$ cat src/rtl/spi_req_pkg.sv
package spi_req_pkg;
  localparam int WORD_MAX = 24;
  localparam int CNT_W    = 5;

  typedef enum logic [1:0] {
    LEN_8  = 2'b00,
    LEN_16 = 2'b01,
    LEN_24 = 2'b10
  } len_e;

  function automatic logic [CNT_W-1:0] len_bits(input logic [1:0] sel);
    case (sel)
      LEN_8:   return CNT_W'(8);
      LEN_16:  return CNT_W'(16);
      default: return CNT_W'(24);
    endcase
  endfunction
endpackage

$ cat src/rtl/spi_req_sync.sv
module spi_req_sync #(
  parameter int           N       = 1,
  parameter int           STAGES  = 2,
  parameter logic [N-1:0] RST_VAL = '0
) (
  input  logic         clk_i,
  input  logic         rst_ni,
  input  logic [N-1:0] d_i,
  output logic [N-1:0] q_o
);
  logic [N-1:0] st_q [STAGES];

  for (genvar g = 0; g < STAGES; g++) begin : g_stage
    always_ff @(posedge clk_i or negedge rst_ni) begin
      if (!rst_ni) st_q[g] <= RST_VAL;
      else if (g == 0) st_q[g] <= d_i;
      else st_q[g] <= st_q[(g > 0) ? g-1 : 0];
    end
  end

  assign q_o = st_q[STAGES-1];
endmodule

$ cat src/rtl/spi_req_clkgen.sv
module spi_req_clkgen #(
  parameter int DIV_W = 8
) (
  input  logic             clk_i,
  input  logic             rst_ni,
  input  logic [DIV_W-1:0] div_i,
  input  logic             start_i,
  input  logic             abort_i,
  input  logic             done_i,
  output logic             busy_o,
  output logic             sck_o,
  output logic             rise_o,
  output logic             fall_o
);
  logic [DIV_W-1:0] cnt_q;
  logic             busy_q, sck_q, last_q;
  logic             tick;

  assign tick   = busy_q && (cnt_q == div_i);
  assign rise_o = tick && !sck_q;
  assign fall_o = tick && sck_q;
  assign busy_o = busy_q;
  assign sck_o  = sck_q;

  always_ff @(posedge clk_i or negedge rst_ni) begin
    if (!rst_ni) begin
      cnt_q  <= '0;
      busy_q <= 1'b0;
      sck_q  <= 1'b0;
      last_q <= 1'b0;
    end else if (abort_i) begin
      cnt_q  <= '0;
      busy_q <= 1'b0;
      sck_q  <= 1'b0;
      last_q <= 1'b0;
    end else if (!busy_q) begin
      cnt_q  <= '0;
      sck_q  <= 1'b0;
      last_q <= 1'b0;
      if (start_i) busy_q <= 1'b1;
    end else if (tick) begin
      cnt_q <= '0;
      sck_q <= ~sck_q;
      if (sck_q && last_q) begin
        busy_q <= 1'b0;
        last_q <= 1'b0;
      end else if (!sck_q && done_i) begin
        last_q <= 1'b1;
      end
    end else begin
      cnt_q <= cnt_q + 1'b1;
    end
  end
endmodule

$ cat src/rtl/spi_req_shift.sv
module spi_req_shift
  import spi_req_pkg::*;
(
  input  logic                clk_i,
  input  logic                rst_ni,
  input  logic [1:0]          len_sel_i,
  input  logic                rise_i,
  input  logic                fall_i,
  input  logic                din_i,
  input  logic                abort_i,
  input  logic                tx_load_i,
  input  logic [WORD_MAX-1:0] tx_data_i,
  input  logic                rx_read_i,
  output logic                dout_o,
  output logic                loaded_o,
  output logic                idle_o,
  output logic                done_o,
  output logic [WORD_MAX-1:0] rx_data_o,
  output logic                rx_full_o,
  output logic                tx_empty_o
);
  logic [CNT_W-1:0]    len, pad, bit_cnt_q;
  logic [WORD_MAX-1:0] tx_buf_q, tx_sh_q, rx_sh_q, rx_q, mask, rx_next;
  logic                tx_valid_q, loaded_q, rx_full_q, move;

  assign len     = len_bits(len_sel_i);
  assign pad     = CNT_W'(WORD_MAX) - len;
  assign mask    = ~({WORD_MAX{1'b1}} << len);
  assign idle_o  = (bit_cnt_q == '0);
  assign done_o  = rise_i && (bit_cnt_q == len - 1'b1);
  assign move    = idle_o && tx_valid_q && !loaded_q && !rise_i && !abort_i;
  assign rx_next = {rx_sh_q[WORD_MAX-2:0], din_i};

  always_ff @(posedge clk_i or negedge rst_ni) begin
    if (!rst_ni) begin
      tx_buf_q   <= '0;
      tx_valid_q <= 1'b0;
    end else begin
      if (move) tx_valid_q <= 1'b0;
      if (tx_load_i) begin
        tx_buf_q   <= tx_data_i;
        tx_valid_q <= 1'b1;
      end
    end
  end

  always_ff @(posedge clk_i or negedge rst_ni) begin
    if (!rst_ni) begin
      bit_cnt_q <= '0;
      tx_sh_q   <= '0;
      rx_sh_q   <= '0;
      rx_q      <= '0;
      loaded_q  <= 1'b0;
      rx_full_q <= 1'b0;
    end else begin
      if (rx_read_i) rx_full_q <= 1'b0;
      if (abort_i) begin
        bit_cnt_q <= '0;
        loaded_q  <= 1'b0;
      end else begin
        if (rise_i) begin
          rx_sh_q <= rx_next;
          if (done_o) begin
            bit_cnt_q <= '0;
            rx_q      <= rx_next & mask;
            rx_full_q <= 1'b1;
            loaded_q  <= 1'b0;
          end else begin
            bit_cnt_q <= bit_cnt_q + 1'b1;
          end
        end
        // trailing fall after the last bit must not shift the next word
        if (fall_i && !idle_o) tx_sh_q <= {tx_sh_q[WORD_MAX-2:0], 1'b0};
        if (move) begin
          tx_sh_q  <= tx_buf_q << pad;
          loaded_q <= 1'b1;
        end
      end
    end
  end

  assign dout_o     = tx_sh_q[WORD_MAX-1];
  assign loaded_o   = loaded_q;
  assign rx_data_o  = rx_q;
  assign rx_full_o  = rx_full_q;
  assign tx_empty_o = !tx_valid_q;
endmodule

$ cat src/rtl/spi_req_port.sv
module spi_req_port
  import spi_req_pkg::*;
#(
  parameter int DIV_W       = 8,
  parameter int SYNC_STAGES = 2
) (
  input  logic                clk_i,
  input  logic                rst_ni,
  input  logic                master_i,
  input  logic [1:0]          len_sel_i,
  input  logic [DIV_W-1:0]    clk_div_i,
  input  logic [1:0]          req_en_i,
  input  logic [WORD_MAX-1:0] tx_data_i,
  input  logic                tx_load_i,
  output logic                tx_empty_o,
  output logic [WORD_MAX-1:0] rx_data_o,
  output logic                rx_full_o,
  input  logic                rx_read_i,
  output logic                bus_err_o,
  input  logic                err_clr_i,
  input  logic                sck_i,
  output logic                sck_o,
  output logic                sck_oe_o,
  input  logic                mosi_i,
  output logic                mosi_o,
  output logic                mosi_oe_o,
  input  logic                miso_i,
  output logic                miso_o,
  output logic                miso_oe_o,
  input  logic                ss_ni,
  input  logic                req_ni,
  output logic                req_no,
  output logic                req_oe_o
);
  logic [3:0] sync_q;
  logic       sck_s, mosi_s, ss_s, req_s, sck_d_q;
  logic       err_q, armed_q, req_q, req_oe_q;
  logic       m_rise, m_fall, m_busy, s_rise, s_fall, rise, fall, din;
  logic       start, done, loaded, idle, dout, slave_ready;

  spi_req_sync #(
    .N(4), .STAGES(SYNC_STAGES), .RST_VAL(4'b0011)
  ) u_sync (
    .clk_i (clk_i),
    .rst_ni(rst_ni),
    .d_i   ({sck_i, mosi_i, ss_ni, req_ni}),
    .q_o   (sync_q)
  );
  assign {sck_s, mosi_s, ss_s, req_s} = sync_q;

  always_ff @(posedge clk_i or negedge rst_ni) begin
    if (!rst_ni) sck_d_q <= 1'b0;
    else sck_d_q <= sck_s;
  end

  assign s_rise = !master_i && !ss_s && !err_q && sck_s && !sck_d_q;
  assign s_fall = !master_i && !ss_s && !err_q && !sck_s && sck_d_q;
  assign rise   = master_i ? m_rise : s_rise;
  assign fall   = master_i ? m_fall : s_fall;
  assign din    = master_i ? miso_i : mosi_s;

  assign start = master_i && !m_busy && idle && loaded && armed_q
               && !req_s && !rx_full_o && !err_q;

  spi_req_clkgen #(.DIV_W(DIV_W)) u_clkgen (
    .clk_i  (clk_i),
    .rst_ni (rst_ni),
    .div_i  (clk_div_i),
    .start_i(start),
    .abort_i(err_q || !master_i),
    .done_i (done),
    .busy_o (m_busy),
    .sck_o  (sck_o),
    .rise_o (m_rise),
    .fall_o (m_fall)
  );

  spi_req_shift u_shift (
    .clk_i     (clk_i),
    .rst_ni    (rst_ni),
    .len_sel_i (len_sel_i),
    .rise_i    (rise),
    .fall_i    (fall),
    .din_i     (din),
    .abort_i   (err_q),
    .tx_load_i (tx_load_i),
    .tx_data_i (tx_data_i),
    .rx_read_i (rx_read_i),
    .dout_o    (dout),
    .loaded_o  (loaded),
    .idle_o    (idle),
    .done_o    (done),
    .rx_data_o (rx_data_o),
    .rx_full_o (rx_full_o),
    .tx_empty_o(tx_empty_o)
  );

  assign slave_ready = !master_i && idle && loaded && !rx_full_o && !err_q;

  always_ff @(posedge clk_i or negedge rst_ni) begin
    if (!rst_ni) begin
      err_q    <= 1'b0;
      armed_q  <= 1'b0;
      req_q    <= 1'b1;
      req_oe_q <= 1'b0;
    end else begin
      if (master_i && !ss_s) err_q <= 1'b1;
      else if (err_clr_i) err_q <= 1'b0;
      // re-arm only on a high level of the remote request
      if (req_s) armed_q <= 1'b1;
      else if (start) armed_q <= 1'b0;
      req_q    <= !slave_ready;
      req_oe_q <= !master_i && (req_en_i != 2'b00);
    end
  end

  assign bus_err_o = err_q;
  assign sck_oe_o  = m_busy;
  assign mosi_o    = dout;
  assign mosi_oe_o = master_i;
  assign miso_o    = dout;
  assign miso_oe_o = !master_i && !ss_s;
  assign req_no    = req_q;
  assign req_oe_o  = req_oe_q;
endmodule

$ cat config.mk
export PLATFORM = sky130hd
export DESIGN_NAME = spi_req_port
export DESIGN_NICKNAME = d
export VERILOG_FILES = /design/src/rtl/spi_req_pkg.sv /design/src/rtl/spi_req_sync.sv /design/src/rtl/spi_req_clkgen.sv /design/src/rtl/spi_req_shift.sv /design/src/rtl/spi_req_port.sv
export SDC_FILE = /design/constraint.sdc
export NUM_CORES = 1
export LEC_CHECK = 0
export ABC_AREA = 1
export BUFFER_PORTS_ARGS = -buffer_cell sky130_fd_sc_hd__clkbuf_2
export CELL_PAD_IN_SITES_DETAIL_PLACEMENT = 1
export CELL_PAD_IN_SITES_GLOBAL_PLACEMENT = 1
export CORE_MARGIN = 1
export CORE_UTILIZATION = 38
export DETAILED_ROUTE_END_ITERATION = 12
export PLACE_DENSITY = 0.75
export RECOVER_POWER = 50
export SLEW_MARGIN = 10
export SYNTH_ARGS = -nofsm -noshare
export SYNTH_HDL_FRONTEND = slang
export SYNTH_HIERARCHICAL = 1
export SYNTH_SLANG_ARGS = --single-unit
$ cat constraint.sdc
create_clock -name clk_i -period 2.2 [get_ports clk_i]
set_clock_uncertainty 0.2 [all_clocks]
set_input_delay 0.44 -clock clk_i [delete_from_list [all_inputs] [get_ports clk_i]]
set_output_delay 0.44 -clock clk_i [all_outputs]
set_load 0.05 [all_outputs]
Word level (Yosys, flattened, before mapping)
Index checks and enable logic that the tools add are counted.
Widths: inputs -> output; s select.
{"block": "totals", "n_memories": 0, "rom_bits": 0, "input_bits": 47, "ff_bits": 127, "output_inout_bits": 35, "ram_bits": 0, "latch_bits": 0, "elab_cells": 133}
{"block": "op_classes", "reduce_logical": 60, "mux": 39, "n_eq_ne": 5, "n_lt_le_gt_ge": 0, "add_sub_neg": 4, "n_div": 0, "bitwise": 4, "shift": 2, "mul": 0}
{"operator": "$mux 24", "n": 2}
{"operator": "$logic_and 1x1->1", "n": 30}
{"operator": "$mux 1", "n": 30}
{"operator": "$and 24x24->24", "n": 1}
{"operator": "$mux 8", "n": 3}
{"operator": "$not 24->24", "n": 1}
{"operator": "$shl 24x5->24", "n": 1}
{"operator": "$shl 24x5->24 const A", "n": 1}
{"operator": "$mux 5", "n": 3}
{"operator": "$logic_not 1->1", "n": 14}
{"operator": "$reduce_bool 2->1", "n": 6}
{"operator": "$pmux 5 s2", "n": 1}
{"operator": "$add 8x1->8 const B", "n": 1}
{"operator": "$eq 8x8->1", "n": 1}
{"operator": "$reduce_and 2->1", "n": 4}
{"operator": "$reduce_bool 3->1", "n": 2}
{"operator": "$add 5x1->5 const B", "n": 1}
{"operator": "$eq 5x5->1", "n": 1}
{"operator": "$logic_not 5->1", "n": 1}
{"operator": "$sub 5x1->5 const B", "n": 1}
{"operator": "$sub 5x5->5 const A", "n": 1}
{"operator": "$ne 4x3->1 const B", "n": 1}
{"operator": "$ne 3x2->1 const B", "n": 1}
{"operator": "$reduce_and 3->1", "n": 1}
{"operator": "4 further kinds", "n": 5}

Longest topological paths before layout
{"block": "depth", "word_depth": 13, "ltp_mapped": 18, "depth_no_buf": 16}

Modules after synthesis
Netlist, hierarchy kept.
{"module": "spi_req_shift", "cells_each": 673, "seq_area_each_um2": 2577.5, "instances": 1, "area_each_um2": 5049.8}
{"module": "spi_req_clkgen", "cells_each": 112, "seq_area_each_um2": 275.3, "instances": 1, "area_each_um2": 755.7}
{"module": "spi_req_port", "cells_each": 40, "seq_area_each_um2": 126.4, "instances": 1, "area_each_um2": 304.0}
{"module": "spi_req_sync", "cells_each": 12, "seq_area_each_um2": 205.2, "instances": 1, "area_each_um2": 235.2}

Worst setup path after synthesis
Ideal clock, no wire load.
{"block": "synth_path", "path_kind": "register to register", "startpoint": "reg u_clkgen.busy_q, in the netlist u_clkgen/busy_o", "endpoint": "reg u_shift.tx_sh_q[17]", "setup_time_ps": 117, "stages_incl_launch_ff": 15, "t_arrival_ps": 1999, "required_ps": 1883, "period_less_slack_ps": 2316, "path_buffers": 3, "path_slack_ps": -116, "path_cell_list": "dfrtp_1 nand4_1 nor3_1 nand2_1 o21ai_2 buf_6 nor2_4 inv_2 nor2_8 nand2_2 buf_6 buf_6 o21ai_0 nand2_1 nand2_1"}
{"block": "synth_via", "elab_chain_cells": 8, "elab_cells_between_ends": 12, "cone_classes": "3 x mux; 9 x reduce/logical"}
{"item": "from (decl)", "line": "spi_req_clkgen.sv:16", "text": "logic busy_q, sck_q, last_q;"}
{"item": "from (signal assigned)", "line": "spi_req_clkgen.sv:28", "text": "busy_q <= 1'b0;"}
{"item": "from (signal assigned)", "line": "spi_req_clkgen.sv:33", "text": "busy_q <= 1'b0;"}
{"item": "from (signal assigned)", "line": "spi_req_clkgen.sv:40", "text": "if (start_i) busy_q <= 1'b1;"}
{"item": "$logic_and 1x1->1 *", "line": "spi_req_clkgen.sv:19", "text": "assign tick = busy_q && (cnt_q == div_i);"}
{"item": "$logic_and 1x1->1 *", "line": "spi_req_clkgen.sv:20", "text": "assign rise_o = tick && !sck_q;"}
{"item": "via m_rise", "line": "spi_req_port.sv:38", "text": "logic m_rise, m_fall, m_busy, s_rise, s_fall, rise, fall, din;"}
{"item": "$mux 1 *", "line": "spi_req_port.sv:58", "text": "assign rise = master_i ? m_rise : s_rise;"}
{"item": "via rise", "line": "spi_req_port.sv:38"}
{"item": "$logic_not 1->1 *", "line": "spi_req_shift.sv:31", "text": "assign move = idle_o && tx_valid_q && !loaded_q && !rise_i && !abort_i;"}
{"item": "$logic_and 1x1->1 * (2 in series)", "line": "spi_req_shift.sv:31"}
{"item": "$reduce_bool 2->1 (no source line)"}
{"item": "$reduce_and 2->1 (no source line)"}
{"item": "to (signal assigned)", "line": "spi_req_shift.sv:73", "text": "if (fall_i && !idle_o) tx_sh_q <= {tx_sh_q[WORD_MAX-2:0], 1'b0};"}
{"item": "to (signal assigned)", "line": "spi_req_shift.sv:75", "text": "tx_sh_q <= tx_buf_q << pad;"}
{"item": "to (decl)", "line": "spi_req_shift.sv:23", "text": "logic [WORD_MAX-1:0] tx_buf_q, tx_sh_q, rx_sh_q, rx_q, mask, rx_next;"}
Mark *: on every way through the listed nets, which the timed path passes. The rest lies on a longest branch.
A chain may end at the register's enable or synchronous reset.

Final worst setup path
{"block": "layout_path", "startpoint": "reg u_clkgen.cnt_q[6]", "endpoint": "reg u_shift.tx_sh_q[8]"}
{"block": "layout_via", "elab_chain_cells": 9, "elab_cells_between_ends": 13, "cone_classes": "1 x eq/ne; 3 x mux; 9 x reduce/logical"}
{"item": "from (decl)", "line": "spi_req_clkgen.sv:15", "text": "logic [DIV_W-1:0] cnt_q;"}
{"item": "from (signal assigned)", "line": "spi_req_clkgen.sv:51", "text": "cnt_q <= cnt_q + 1'b1;"}
{"item": "$eq 8x8->1 *", "line": "spi_req_clkgen.sv:19"}
{"item": "$logic_and 1x1->1 *", "line": "spi_req_clkgen.sv:19"}
{"item": "$logic_and 1x1->1 *", "line": "spi_req_clkgen.sv:20"}
{"item": "via m_rise", "line": "spi_req_port.sv:38"}
{"item": "$mux 1 *", "line": "spi_req_port.sv:58"}
{"item": "via rise", "line": "spi_req_port.sv:38"}
{"item": "$logic_not 1->1 *", "line": "spi_req_shift.sv:31"}
{"item": "$logic_and 1x1->1 * (2 in series)", "line": "spi_req_shift.sv:31"}
{"item": "$reduce_bool 2->1 (no source line)"}
{"item": "$reduce_and 2->1 (no source line)"}
Marks and branches as above.

==> results.yml <==
status:
  outcome: "complete, but fails checks"
  violations: "setup timing"
timing:
  slew_violations: 0
  worst_slew_pin_slew_ps: 1290
  finalCritPeriodShare: 1.08
  relSlewSlack: 0.139
  worst_slack_ps: -175
  fmax_ghz: 0.421
  hold_viol_final: 0
  setup-tns-final_ps: -3010
  rsz0062_at_grt: "true"
  finalCriticalPeriod_ps: 2370
  setup_viol: 56
setup_path:
  crit_path_end: "u_shift/tx_sh_q[8]$_DFFE_PN0P_"
  max_stage_delay_ps: 400
  r2r_slack_ps: -170
  cp_num_cells: 17
  r2r-end: "u_shift/tx_sh_q[8]$_DFFE_PN0P_"
  cp-end-kind: "flop"
  crit_top_cell: "nand2_1"
  worstSetupPathType: "flop to flop"
  crit_chain: "inv_2 -> nand2_1 -> nand2_2 -> nand4_1 -> buf_4 -> nor3_2 -> nand2_1 -> o21ai_4 -> nor2_4 -> inv_4 -> nor2_8 -> nand2_8 -> clkbuf_16 -> nand2_1 -> nand2_1 -> nand2_1 -> nand2_1"
  start_kind: "flop"
  crit_required_ps: 2350
  cp_top_family: "simple AND/OR/NAND/NOR gates"
  r2r-start: "u_clkgen/cnt_q[6]$_DFF_PN0_"
  cpMaxStageDelayCell: "dfrtp_1"
  path_max_fanout: 9
  arrival_ps: 2530
  rr_worst_depth: 17
  crit_buf_inv: 4
  crit_path_start: "u_clkgen/cnt_q[6]$_DFF_PN0_"
routing:
  wl_mm: 19.4
  viasPerCell: 4.95
  ant_nets: 0
  firstDrtPassIters: 5
  wl_per_cell_um: 16.2
  drt_iter0_drc: 307
  vias: 5921
  drc_errors: 0
global_routing:
  grt_first_pass_wirelength_mm: 31.1
  grt_use_total: 0.229
  grt_max_degree: 46
  overflow: 0
  grt_pass1_vias: 6124
  grt_antenna_before_repair: 0
synthesis:
  synth_edf_count: 0
  synth_cells: 837
  yosysUniqueCellTypes: 31
  ys_seq_area_frac: 0.502
  ys_async_sr_fraction: 1.00
  synth_fp_nets: 889
  ys.flop_type: "dfrtp_1"
  syn_avg_cell_area_um2: 7.58
  ys_ff_latch: 127
  syn_area_um2: 6340
  ys_warn_count: 6
clocking:
  cts_root_buf: "clkbuf_16"
  clk_latency_ps: 420
  clk_pin_slew_ps: 60
  htree_levels: 4
  clk_path_buf_depth: 2
  cts_made_buffers: 17
  cts_tree: "built"
  cts_sinks: 127
layout:
  nFillCells: 1974
  nNetsFinal: 1020
  area.growth.synth_to_final_pct: 33.4
  antenna_cells: 0
  drive_gt1_frac: 0.255
floorplan:
  die_area_um2: 17200
  start_util: 0.394
  die_x_um: 131
  rows: 46
  die_y_um: 131
  core-area_um2: 16100
  boundaryPins: 82
power:
  powerDensity_nw_per_um2: 967
  power_leakage_nw: 4.57
  power_w: 0.00819
  irDropWorstVdd_v: 0.000578
worst_hold_path:
  hold_path_class: "primary input to flop"
  holdPathStages: 3
place:
  dp_hpwl_mm: 11.8
  io_buffers: 81
  finalWeightedCongestion: 0.810
run:
  maxCapViolations: 0
power by group:
part | leakage, nW | internal [W] | switching (W) | total (W)
Sequential | 1.61 | 0.00271 | 0.000242 | 0.00295
Combinational | 2.67 | 0.000844 | 0.00140 | 0.00224
Clock | 0.295 | 0.00195 | 0.00105 | 0.00299
registers in the layout (all words and copies together), names as in the netlist:
| name | count |
|---|---|
| u_shift/rx_data_o | 24 |
| u_shift/tx_buf_q | 24 |
| u_shift/tx_sh_q | 24 |
| u_shift/rx_sh_q | 23 |
| u_clkgen/cnt_q | 8 |
| u_shift/bit_cnt_q | 5 |
| u_sync/q_o | 4 |
| u_sync/st_q | 4 |
| armed_q | 1 |
| bus_err_o | 1 |
| req_no | 1 |
| req_oe_o | 1 |
| sck_d_q | 1 |
| u_clkgen/busy_o | 1 |
| u_clkgen/last_q | 1 |
| u_clkgen/sck_o | 1 |
| u_shift/loaded_o | 1 |
| u_shift/rx_full_o | 1 |
| u_shift/tx_valid_q | 1 |
logic make-up after synthesis:
logic type,count (synthesis),synth area share
and+or+nand+nor,512,0.347
adders and majority gates,5,0.00986
buffers and inverters,143,0.0976
xor gates and xnor gates,6,0.00828
DFF,127,0.502
AOI/OAI and AO/OA,44,0.0357
tightest hold or removal path: cells and delay by family:
kind,cells,cell delay (ps)
AND/OR/NAND/NOR,2,90
buffers and inverters,1,70
metrics by stage:
stage                      util  cell area, um^2  setup slack [ps]  hold slack, ps  cells
final                     0.525             8460              -175            18.2   1196
after detailed placement  0.450             7250              -450             138   1140
after CTS                 0.511             8240             -61.5            2.65   1188
after global routing      0.525             8460              -260            26.8   1196
after global placement    0.450             7250              -371             136   1140
after floorplan               -             6350             -6.37           -55.6    837
layer usage:
layer | wire length (um) | global-route usage
met1 | 8520 | 0.288
met2 | 9890 | 0.391
met3 | 603 | 0.0428
met4 | 374 | 0.0810
met5 | 0 | 0
synthesized netlist by cell type (5+ instances only):
library cell,n,share of area
nand3_1,75,0.059
nand2_1,322,0.19
nand4_1,28,0.028
buf_4,8,0.0095
buf_6,5,0.0089
clkbuf_1,18,0.011
inv_1,89,0.053
nor3_1,6,0.0047
dfstp_2,5,0.021
nand2_2,5,0.0049
dfrtp_1,122,0.48
buf_2,12,0.0095
o21ai_0,36,0.028
inv_2,8,0.0047
nor2_1,60,0.035
nor2_2,5,0.0049
ha_1,5,0.0099
worst min-delay path by stage:
| stage | from | endpoint |
|---|---|---|
| finish | tx_data_i[11] | u_shift/tx_buf_q[11]$_DFFE_PN0P_ |
| global placement | u_sync/st_q[7]$_DFF_PN0_ | u_sync/q_o[3]$_DFF_PN0_ |
| floorplan | rst_ni | armed_q$_DFFE_PN0P_ |
| detailed placement | u_sync/st_q[6]$_DFF_PN0_ | u_sync/q_o[2]$_DFF_PN0_ |
| global route | tx_data_i[23] | u_shift/tx_buf_q[23]$_DFFE_PN0P_ |
| CTS | tx_data_i[23] | u_shift/tx_buf_q[23]$_DFFE_PN0P_ |
what timing repair did:
| action | 4_1_cts | 5_1_grt |
|---|---|---|
| cloned | 4 | 4 |
| pin swaps | 3 | 12 |
| gates resized for setup | 33 | 30 |
| hold buffers | 6 | 0 |
| buffers inserted | 8 | 5 |
| endpoints found under the setup margin | 55 | 80 |
| hold endpoints to repair | 29 | 0 |
final cells by class:
class | instances | area (um^2) | share of cell area
Clock buffer | 21 | 460 | 0.0544
Clock inverter | 10 | 161 | 0.0191
Inverter | 98 | 373 | 0.0441
Multi-Input combinational cell | 567 | 2770 | 0.327
Sequential cell | 127 | 3190 | 0.376
Tap cell | 216 | 270 | 0.0319
Timing Repair Buffer | 157 | 1240 | 0.147
cells in the final DEF, fill, tap and decap left out, types with 8 or more instances in the layout:
cell type	n
inv_1	88
dfrtp_1	120
buf_4	49
o21ai_0	31
nand4_1	28
nor2_1	58
inv_2	8
clkbuf_2	80
nand3_1	61
clkbuf_16	21
nand2_1	313
nand2_2	11
nand3_2	16
(Power assumes the default switching activity.)
